**config.mk**
```make
export PLATFORM = sky130hd
export DESIGN_NAME = fuse_rd_seq
export DESIGN_NICKNAME = d
export VERILOG_FILES = /design/src/rtl/fuse_seq_pkg.sv /design/src/rtl/fuse_seq_ctrl.sv /design/src/rtl/fuse_seq_dp.sv /design/src/rtl/fuse_rd_seq.sv
export SDC_FILE = /design/constraint.sdc
export NUM_CORES = 1
export LEC_CHECK = 0
export ABC_AREA = 0
export BUFFER_PORTS_ARGS = -buffer_cell sky130_fd_sc_hd__clkbuf_2
export CAP_MARGIN = 20
export CORE_ASPECT_RATIO = 0.5
export CORE_MARGIN = 4
export CORE_UTILIZATION = 62
export CTS_CLUSTER_SIZE = 30
export DETAILED_ROUTE_END_ITERATION = 10
export PLACE_DENSITY = 0.84
export REMOVE_ABC_BUFFERS = 1
export SLEW_MARGIN = 10
export SYNTH_ARGS = -nofsm -noshare
export SYNTH_HDL_FRONTEND = slang
export SYNTH_SLANG_ARGS = --single-unit
```
**constraint.sdc**
```tcl
create_clock -name clk -period 4.1 [get_ports clk]
set_clock_uncertainty 0.15 [all_clocks]
set_input_delay 0.205 -clock clk [delete_from_list [all_inputs] [get_ports clk]]
set_output_delay 0.205 -clock clk [all_outputs]
set_load 0.02 [all_outputs]
```
**src/rtl/fuse_seq_pkg.sv**
```systemverilog
`timescale 1ns/1ps
package fuse_seq_pkg;

  typedef enum logic [3:0] {
    ST_IDLE,
    ST_UP_MASK,
    ST_UP_PWRA,
    ST_UP_WAIT,
    ST_UP_PWRB,
    ST_UP_OPEN,
    ST_RD_ISSUE,
    ST_RD_POLL,
    ST_DN_ISO,
    ST_DN_PWRB,
    ST_DN_WAIT,
    ST_DN_PWRA,
    ST_DN_MASK,
    ST_FIN
  } seqState_e;

  // strobes from control to datapath
  typedef struct packed {
    logic loadReq;
    logic setMask;
    logic clrMask;
    logic setPwrA;
    logic clrPwrA;
    logic setPwrB;
    logic clrPwrB;
    logic setIso;
    logic clrIso;
    logic loadDelay;
    logic tickDelay;
    logic issue;
    logic tickGap;
    logic retry;
    logic capture;
    logic abort;
    logic finish;
  } seqCmd_t;

  // flags from datapath to control
  typedef struct packed {
    logic reqLenZero;
    logic delayDone;
    logic gapDone;
    logic triesOut;
    logic lastByte;
  } seqStat_t;

endpackage

```
**src/rtl/fuse_seq_ctrl.sv**
```systemverilog
`timescale 1ns/1ps
module fuse_seq_ctrl
  import fuse_seq_pkg::*;
(
  input  logic     clk,
  input  logic     rst_n,
  input  logic     reqValid,
  input  logic     fuseRdy,
  input  seqStat_t stat,
  output seqCmd_t  cmd,
  output logic     busy
);

  seqState_e state, stateNext;

  always_ff @(posedge clk or negedge rst_n) begin
    if (!rst_n) state <= ST_IDLE;
    else        state <= stateNext;
  end

  always_comb begin
    cmd       = '0;
    stateNext = state;
    unique case (state)
      ST_IDLE: begin
        if (reqValid) begin
          cmd.loadReq = 1'b1;
          stateNext   = stat.reqLenZero ? ST_FIN : ST_UP_MASK;
        end
      end
      ST_UP_MASK: begin
        cmd.setMask = 1'b1;
        stateNext   = ST_UP_PWRA;
      end
      ST_UP_PWRA: begin
        cmd.setPwrA   = 1'b1;
        cmd.loadDelay = 1'b1;
        stateNext     = ST_UP_WAIT;
      end
      ST_UP_WAIT: begin
        if (stat.delayDone) stateNext = ST_UP_PWRB;
        else                cmd.tickDelay = 1'b1;
      end
      ST_UP_PWRB: begin
        cmd.setPwrB = 1'b1;
        stateNext   = ST_UP_OPEN;
      end
      ST_UP_OPEN: begin
        cmd.clrIso = 1'b1;
        stateNext  = ST_RD_ISSUE;
      end
      ST_RD_ISSUE: begin
        cmd.issue = 1'b1;
        stateNext = ST_RD_POLL;
      end
      ST_RD_POLL: begin
        if (!stat.gapDone) begin
          cmd.tickGap = 1'b1;
        end else if (fuseRdy) begin
          cmd.capture = 1'b1;
          stateNext   = stat.lastByte ? ST_DN_ISO : ST_RD_ISSUE;
        end else if (stat.triesOut) begin
          cmd.abort = 1'b1;
          stateNext = ST_DN_ISO;
        end else begin
          cmd.retry = 1'b1;
        end
      end
      ST_DN_ISO: begin
        cmd.setIso = 1'b1;
        stateNext  = ST_DN_PWRB;
      end
      ST_DN_PWRB: begin
        cmd.clrPwrB   = 1'b1;
        cmd.loadDelay = 1'b1;
        stateNext     = ST_DN_WAIT;
      end
      ST_DN_WAIT: begin
        if (stat.delayDone) stateNext = ST_DN_PWRA;
        else                cmd.tickDelay = 1'b1;
      end
      ST_DN_PWRA: begin
        cmd.clrPwrA = 1'b1;
        stateNext   = ST_DN_MASK;
      end
      ST_DN_MASK: begin
        cmd.clrMask = 1'b1;
        stateNext   = ST_FIN;
      end
      ST_FIN: begin
        cmd.finish = 1'b1;
        stateNext  = ST_IDLE;
      end
      default: stateNext = ST_IDLE;
    endcase
  end

  assign busy = (state != ST_IDLE);

endmodule

```
**src/rtl/fuse_seq_dp.sv**
```systemverilog
`timescale 1ns/1ps
module fuse_seq_dp
  import fuse_seq_pkg::*;
#(
  parameter int ADDR_W       = 11,
  parameter int LEN_W        = ADDR_W + 1,
  parameter int SETTLE_CYC   = 125000,
  parameter int POLL_GAP_CYC = 125,
  parameter int POLL_LIMIT   = 1000000
) (
  input  logic              clk,
  input  logic              rst_n,
  input  seqCmd_t           cmd,
  output seqStat_t          stat,
  input  logic [ADDR_W-1:0] reqAddr,
  input  logic [LEN_W-1:0]  reqLen,
  input  logic [7:0]        fuseData,
  output logic              fuseWrMaskOvr,
  output logic              fusePwrEnA,
  output logic              fusePwrEnB,
  output logic              fuseIsoEn,
  output logic [ADDR_W-1:0] fuseAddr,
  output logic              fuseRdStart,
  output logic              byteValid,
  output logic [7:0]        byteData,
  output logic              done,
  output logic              errTimeout
);

  localparam int DLY_W = $clog2(SETTLE_CYC + 1);
  localparam int TRY_W = $clog2(POLL_LIMIT + 1);
  localparam logic [DLY_W-1:0] DLY_LOAD = DLY_W'(SETTLE_CYC - 1);
  localparam logic [TRY_W-1:0] TRY_LOAD = TRY_W'(POLL_LIMIT - 1);

  logic [ADDR_W-1:0] curAddr;
  logic [LEN_W-1:0]  remain;
  logic [DLY_W-1:0]  dlyCnt;
  logic [TRY_W-1:0]  triesLeft;
  logic              gapDoneW;

  // power and isolation controls
  always_ff @(posedge clk or negedge rst_n) begin
    if (!rst_n) begin
      fuseWrMaskOvr <= 1'b0;
      fusePwrEnA    <= 1'b0;
      fusePwrEnB    <= 1'b0;
      fuseIsoEn     <= 1'b1;
    end else begin
      if (cmd.setMask)      fuseWrMaskOvr <= 1'b1;
      else if (cmd.clrMask) fuseWrMaskOvr <= 1'b0;
      if (cmd.setPwrA)      fusePwrEnA <= 1'b1;
      else if (cmd.clrPwrA) fusePwrEnA <= 1'b0;
      if (cmd.setPwrB)      fusePwrEnB <= 1'b1;
      else if (cmd.clrPwrB) fusePwrEnB <= 1'b0;
      if (cmd.setIso)       fuseIsoEn <= 1'b1;
      else if (cmd.clrIso)  fuseIsoEn <= 1'b0;
    end
  end

  // address and remaining count
  always_ff @(posedge clk or negedge rst_n) begin
    if (!rst_n) begin
      curAddr <= '0;
      remain  <= '0;
    end else if (cmd.loadReq) begin
      curAddr <= reqAddr;
      remain  <= reqLen;
    end else if (cmd.capture) begin
      curAddr <= curAddr + 1'b1;
      remain  <= remain - 1'b1;
    end
  end

  // settle delay
  always_ff @(posedge clk or negedge rst_n) begin
    if (!rst_n)             dlyCnt <= '0;
    else if (cmd.loadDelay) dlyCnt <= DLY_LOAD;
    else if (cmd.tickDelay) dlyCnt <= dlyCnt - 1'b1;
  end

  // poll attempt budget
  always_ff @(posedge clk or negedge rst_n) begin
    if (!rst_n)         triesLeft <= '0;
    else if (cmd.issue) triesLeft <= TRY_LOAD;
    else if (cmd.retry) triesLeft <= triesLeft - 1'b1;
  end

  // poll interval: a counter only when the interval exceeds one cycle
  generate
    if (POLL_GAP_CYC > 1) begin : g_gapCnt
      localparam int GAP_W = $clog2(POLL_GAP_CYC + 1);
      localparam logic [GAP_W-1:0] GAP_LOAD = GAP_W'(POLL_GAP_CYC - 1);
      logic [GAP_W-1:0] gapCnt;
      always_ff @(posedge clk or negedge rst_n) begin
        if (!rst_n)                     gapCnt <= '0;
        else if (cmd.issue | cmd.retry) gapCnt <= GAP_LOAD;
        else if (cmd.tickGap)           gapCnt <= gapCnt - 1'b1;
      end
      assign gapDoneW = (gapCnt == '0);
    end else begin : g_gapNone
      assign gapDoneW = 1'b1;
    end
  endgenerate

  // byte output, completion and error
  always_ff @(posedge clk or negedge rst_n) begin
    if (!rst_n) begin
      byteValid  <= 1'b0;
      byteData   <= '0;
      done       <= 1'b0;
      errTimeout <= 1'b0;
    end else begin
      byteValid <= cmd.capture;
      if (cmd.capture) byteData <= fuseData;
      done <= cmd.finish;
      if (cmd.loadReq)    errTimeout <= 1'b0;
      else if (cmd.abort) errTimeout <= 1'b1;
    end
  end

  assign fuseAddr    = curAddr;
  assign fuseRdStart = cmd.issue;

  assign stat.reqLenZero = (reqLen == '0);
  assign stat.delayDone  = (dlyCnt == '0);
  assign stat.gapDone    = gapDoneW;
  assign stat.triesOut   = (triesLeft == '0);
  assign stat.lastByte   = (remain == LEN_W'(1));

endmodule

```
**src/rtl/fuse_rd_seq.sv**
```systemverilog
`timescale 1ns/1ps
module fuse_rd_seq
  import fuse_seq_pkg::*;
#(
  parameter int ADDR_W       = 11,
  parameter int SETTLE_CYC   = 125000,
  parameter int POLL_GAP_CYC = 125,
  parameter int POLL_LIMIT   = 1000000,
  localparam int LEN_W       = ADDR_W + 1
) (
  input  logic              clk,
  input  logic              rst_n,
  input  logic              reqValid,
  input  logic [ADDR_W-1:0] reqAddr,
  input  logic [LEN_W-1:0]  reqLen,
  output logic              busy,
  output logic              fuseWrMaskOvr,
  output logic              fusePwrEnA,
  output logic              fusePwrEnB,
  output logic              fuseIsoEn,
  output logic [ADDR_W-1:0] fuseAddr,
  output logic              fuseRdStart,
  input  logic              fuseRdy,
  input  logic [7:0]        fuseData,
  output logic              byteValid,
  output logic [7:0]        byteData,
  output logic              done,
  output logic              errTimeout
);

  seqCmd_t  seqCmd;
  seqStat_t seqStat;

  fuse_seq_ctrl ctrl_i (
    .clk      (clk),
    .rst_n    (rst_n),
    .reqValid (reqValid),
    .fuseRdy  (fuseRdy),
    .stat     (seqStat),
    .cmd      (seqCmd),
    .busy     (busy)
  );

  fuse_seq_dp #(
    .ADDR_W       (ADDR_W),
    .LEN_W        (LEN_W),
    .SETTLE_CYC   (SETTLE_CYC),
    .POLL_GAP_CYC (POLL_GAP_CYC),
    .POLL_LIMIT   (POLL_LIMIT)
  ) dp_i (
    .clk           (clk),
    .rst_n         (rst_n),
    .cmd           (seqCmd),
    .stat          (seqStat),
    .reqAddr       (reqAddr),
    .reqLen        (reqLen),
    .fuseData      (fuseData),
    .fuseWrMaskOvr (fuseWrMaskOvr),
    .fusePwrEnA    (fusePwrEnA),
    .fusePwrEnB    (fusePwrEnB),
    .fuseIsoEn     (fuseIsoEn),
    .fuseAddr      (fuseAddr),
    .fuseRdStart   (fuseRdStart),
    .byteValid     (byteValid),
    .byteData      (byteData),
    .done          (done),
    .errTimeout    (errTimeout)
  );

endmodule

```
* Yosys cells after proc, flatten, opt, wreduce, memory -nomap -nowiden *
Cells that the tools add are included.

storage, ports and cells
  register bits after elaboration = 86
  output and inout bits = 28
  word-level logic and storage cells = 109

cells by class
  $add $sub $neg = 5
  eq/ne operators = 19
  mux-type cells = 52
  bitwise gates (word level) = 1
  reduce and logical (&&, ||, !) cells = 18

operator list
  operator                                              number
  one-hot mux 4 bit (13 select lines)                   1
  two-way mux 20 bit                                    2
  two-way mux 4 bit                                     9
  two-way mux 17 bit                                    2
  two-way mux 1 bit                                     31
  equality test 4 bit, second input constant            6
  two-way mux 12 bit                                    2
  two-way mux 11 bit                                    2
  zero test 20 bit                                      1
  subtractor 20 x 1 -> 20 bit, second input constant    1
  nonzero test 2 bit                                    9
  zero test 17 bit                                      1
  subtractor 17 x 1 -> 17 bit, second input constant    1
  equality test 4 x 3 -> 1 bit, second input constant   4
  two-way mux 7 bit                                     2
  equality test 12 x 1 -> 1 bit, second input constant  1
  zero test 12 bit                                      1
  subtractor 12 x 1 -> 12 bit, second input constant    1
  adder 11 x 1 -> 11 bit, second input constant         1
  equality test 4 x 2 -> 1 bit, second input constant   2
  zero test 7 bit                                       1
  subtractor 7 x 1 -> 7 bit, second input constant      1
  != test 2 x 1 -> 1 bit, second input constant         3
  AND reduction 5 bit                                   1
  other kinds (8)                                       9

* Depth between registers and ports, before layout *
  depth in word-level cells = 7
  depth in mapped cells = 9
  gate-level depth less buffers = 8

* By module *
From an unflattened synthesis, not the netlist that was laid out.

second synthesis, totals
  cells, all modules = 491
  area total of the unflattened synthesis = 4,586.9 um2

by module, submodules not included
  module         instances  cells each  area an instance (um2)
  fuse_seq_dp    1          418         4,052.6
  fuse_seq_ctrl  1          73          534.3

* Worst setup path after synthesis *
No wires, ideal clock.

  path kind = reg2reg
  start = register dp_i.g_gapCnt.gapCnt[0]
  end = register dp_i.triesLeft[9]
  setup time = 146 ps
  arrival = 2,153 ps
  required time = 3,804 ps
  setup slack = 1,652 ps
  cell stages (with the launch flop) = 9
  path buffers = 1
  period minus slack after synthesis = 2,448 ps
  cell sequence = dfrtp_1 -> inv_1 -> ha_1 -> or3b_4 -> nor4_4 -> o211ai_4 -> buf_2 -> o41ai_1 -> o211ai_1

on the way
  word-level cells in the longest chain between the ends = 4

RTL lines
  what                          RTL line             source
  start, declared               fuse_seq_dp.sv:93    logic [GAP_W-1:0] gapCnt;
  start signal, assigned        fuse_seq_dp.sv:97    else if (cmd.tickGap) gapCnt <= gapCnt - 1'b1;
  zero test 7 bit               fuse_seq_dp.sv:99    assign gapDoneW = (gapCnt == '0);
  two-way mux 3 bit             fuse_seq_ctrl.sv:57  if (!stat.gapDone) begin
  two-way mux 4 bit             fuse_seq_ctrl.sv:24  unique case (state)
  nonzero test 2 bit (no line)  -
  end signal, assigned          fuse_seq_dp.sv:85    else if (cmd.retry) triesLeft <= triesLeft - 1'b1;
  end, declared                 fuse_seq_dp.sv:38    logic [TRY_W-1:0] triesLeft;

Every way passes these cells.
A chain may end at the register's enable or synchronous reset.

* Worst setup path in the final report *
  start = register ctrl_i.state[1]
  end = register dp_i.remain[9]

on the way
  word-level cells in the longest chain between the ends = 3

RTL lines
  what                                                                       RTL line             source
  start, declared                                                            fuse_seq_ctrl.sv:14  seqState_e state, stateNext;
  start signal, assigned                                                     fuse_seq_ctrl.sv:18  else state <= stateNext;
  equality test 4 x 3 -> 1 bit / zero test 4 bit (equally long branches)     fuse_seq_ctrl.sv:24
  two-way mux 4 bit / two-way mux 1 bit (equally long branches)              fuse_seq_ctrl.sv:24
  nonzero test 2 bit (no line) / two-way mux 12 bit (equally long branches)  -
  end signal, assigned                                                       fuse_seq_dp.sv:67    remain <= reqLen;
  end signal, assigned                                                       fuse_seq_dp.sv:70    remain <= remain - 1'b1;
  end, declared                                                              fuse_seq_dp.sv:36    logic [LEN_W-1:0] remain;

Parallel ways exist; a longest one is shown, timed or not.

==> impl_results.md <==
* Status: completed
* Clock group share of total power at 0.288
* Max-cap violations at 0
* Arrival time at the worst endpoint at between 2 and 3 ns
* Pleak at 2.30 nW
* Comb pwr share at 0.303
* Placer Congestion at between 0.9 and 1
* Storage cell area at approximately 2200 sq um
* Power per standard cell area at 558 nW/um^2
* Initial antenna violation count at 0
* Multi-input logic area at 2220 sq um
* Pre-antenna DRT Iters at 5
* Peak Freq at roughly 350 MHz
* Slew margin rel. at 0.557
* Final Cycle Share at 0.691
* RSZ-0062 raised after global routing: no
* Post-synth cell types at 60
* EDFF count, synth at 0
* Crit Path Class: reg2reg
* GR Util All Layers at 0.278
* H-tree depth at 3
* Clk_lat worst skew at 0.35 ns
* Pre-CTS WS at between 1 and 1.5 ns
* Syn. warnings at 0
* CTS Buf Count at 9
* Vias in the first global route at 4000
* Fin nets at a little over 600
* First-pass GRT wire length at 19100 um
* Sequential power share at 0.409
* Routed wire per std cell at ~17 um
* I/O Buffers at just over 60
* Max VDD drop at roughly 340 uV
* Synth Area per Inst at a little over 9 sq um
* I/O pin total at 63
* Clock buffer depth at 2
* FFs w/ async S/R, synth at 1.00
* Layout cells sized above 1 at 0.168
* DR vias at between 4000 and 5000
* # DRC at 0
* Seq/Total Area, Yosys at 0.476
* Core area at approximately 7000 sq um
* Post-layout minimum cycle time at 2.83 ns
* Die H at about 68 um
* DRT Wirelength at approximately 12000 um
* CTS tree: yes
* Sink Count at 86
* Peak fanout along the critical path at 19
* Sw frac at 0.365
* Area Overhead vs Synth at 22.2%
* Post-DRT Antenna Nets at 0
* Rows at 21
* Largest net degree at the start of global routing at 87
* Mapped Area at 4520 sq um
* Synthesized flop and latch total at 86
* Worst path required time at 4.17 ns
* Int Pwr at between 0.0015 and 0.002 W
* Main flop type after synthesis: dfrtp_1
* Total gr overflow at 0
* Vias per cell at between 6 and 7
* CTS resizes at 0
* Setup TNS at 0 ns
* Final Core Density at 0.802
* Overall die area at 8800 sq um
* Initial DRC Count at between 300 and 400
* Post-synth top area share at 0.471
* Crit end category: flop
* ANT cells at 0
* Dpl hpwl at 7140 um
* Final worst slack at 1.27 ns
* Final Hold Fails at 0
* Setup repair bufs after CTS at 0
* CTS clock-pin slew for the worst setup and hold paths at roughly 0.060 ns
* Root buffer cell: clkbuf_16
* Switching power total at around 0.0011 W
* Largest area contributor in the netlist: dfrtp_1
* Fillcell total at 444
* Die Width at 129 um
* Synth Instances at about 500
* Final setup fails at 0
* CP startpoint kind: flop
* Synth top area cells: dfrtp_1 47%, nand2_1 5.9%, nor2_1 3.4%
* Worst slew pin tran at roughly 0.66 ns
* Slew Limit Fails at 0
* Initial Utilization at 0.657
* Worst hold path class: in2reg
## cell families after synthesis
| family | share of synthesized area |
|---|---|
| flops | 0.476 |
| simple gates | 0.254 |
| compound gates | 0.173 |
| xor+xnor | 0.0387 |
| fa+ha+maj | 0.0194 |
| buf+inv | 0.0316 |
| mux | 0.00692 |
## final timing paths
kind | startpoint | endpoint | slack, ns | cells after the start
setup / recovery | ctrl_i.state[1] | dp_i.remain[9] | 1.27 | 5
setup reg to reg | ctrl_i.state[1] | dp_i.remain[9] | 1.27 | 5
max in group asynchronous | rst_n | dp_i.fuseIsoEn | 2.97 | 3
hold reg to reg | dp_i.byteData[4] | dp_i.byteData[4] | 0.33 | 2
hold / removal | reqAddr[4] | dp_i.fuseAddr[4] | 0.007 | 3
min in group asynchronous | rst_n | dp_i.dlyCnt[6] | 0.19 | 2
## cell usage in the layout (no fill, tap or decap), drive strengths merged, types with 2 or more instances in the layout
master | synthesis | layout
nor4 | 13 | 13
o311ai | 3 | 3
buf | 4 | 6
nand3 | 21 | 21
a211o | 3 | 3
bufinv | 0 | 2
dlygate4sd3 | 0 | 27
nor3 | 17 | 17
o221a | 3 | 3
or3 | 18 | 18
o22ai | 2 | 2
nand2b | 3 | 3
mux2i | 2 | 2
or4 | 12 | 12
xor2 | 16 | 16
nand4 | 9 | 9
a211oi | 8 | 8
nand4b | 3 | 3
clkbuf | 16 | 72
nor2 | 42 | 42
nand2 | 71 | 71
a31oi | 4 | 4
and3 | 4 | 4
a221o | 2 | 2
nor3b | 2 | 2
o41ai | 4 | 4
or3b | 2 | 2
o21ai | 30 | 30
and4 | 2 | 2
a21oi | 14 | 14
dfrtp | 85 | 85
o211ai | 13 | 13
ha | 7 | 7
clkinv | 1 | 3
o31ai | 12 | 12
inv | 16 | 16
xnor2 | 4 | 4
o2111ai | 5 | 5
## routing by layer
metal | vias to the layer above | GRT usage | routed length [um]
li1 | 1986 | - | -
met1 | 1973 | 0.362 | 4840
met2 | 184 | 0.448 | 5630
met3 | 35 | 0.0748 | 766
met4 | 0 | 0.113 | 329
met5 | - | 0 | 0
## power groups by stage
stage	clock [W]	combinational (W)	sequential [W]
2_1_floorplan	0	0.000560	0.00128
3_3_place_gp	0	0.000868	0.00125
3_5_place_dp	0	0.000884	0.00126
4_1_cts	0.000898	0.000912	0.00125
5_1_grt	0.000944	0.00104	0.00128
6_report	0.000888	0.000934	0.00126
## critical path, cell delays in order (launching register included)
cell and delay (ns):
dfrtp_1 0.56, nor4_1 0.64, nand2_1 0.57, nand2_1 0.41, nand2_1 0.09, a221o_1 0.30
## state kept, by name, summed over array words and instances, names as in the netlist, 4 cells and up
name and cells:
dp_i.g_gapCnt.gapCnt 7, ctrl_i.state 4, dp_i.byteData 8, dp_i.dlyCnt 17, dp_i.remain 12, dp_i.triesLeft 20
dp_i.fuseAddr 11
## metrics by stage
step | hold slack, ns | total power, W | instance area, sq um | std cells
global placement | 0.247 | 0.00212 | 4890 | 625
finish | 0.00687 | 0.00308 | 5520 | 669
global route | 0.00636 | 0.00327 | 5520 | 669
floorplan | -0.241 | 0.00184 | 4440 | 468
CTS | 0.00166 | 0.00306 | 5490 | 667
detailed placement | 0.250 | 0.00214 | 4890 | 625
## timing repair
item / CTS / global route
setup endpoints to repair: 0 / 0
endpoints found under the hold margin: 111 / 0
hold buffers: 27 / 0
## layout make-up
cell class,instances,share of cell area
clock inverters,4,0.0127
well taps,92,0.0208
clock buffers,11,0.0458
inverters,17,0.0116
flip-flops and latches,86,0.390
multi-input cells,365,0.403
repair buffers,94,0.117
## synth_stat cells (11+ instances only)
cell type	instances
clkbuf_1	16
nor2_1	41
nor4_1	11
o31ai_1	12
nand2_1	71
nor3_1	17
or3_1	18
o211ai_1	12
o21ai_0	29
a21oi_1	14
inv_1	16
xor2_1	16
dfrtp_1	85
nand3_1	21
or4_1	11
No activity file was read; power rests on OpenSTA's default activity.
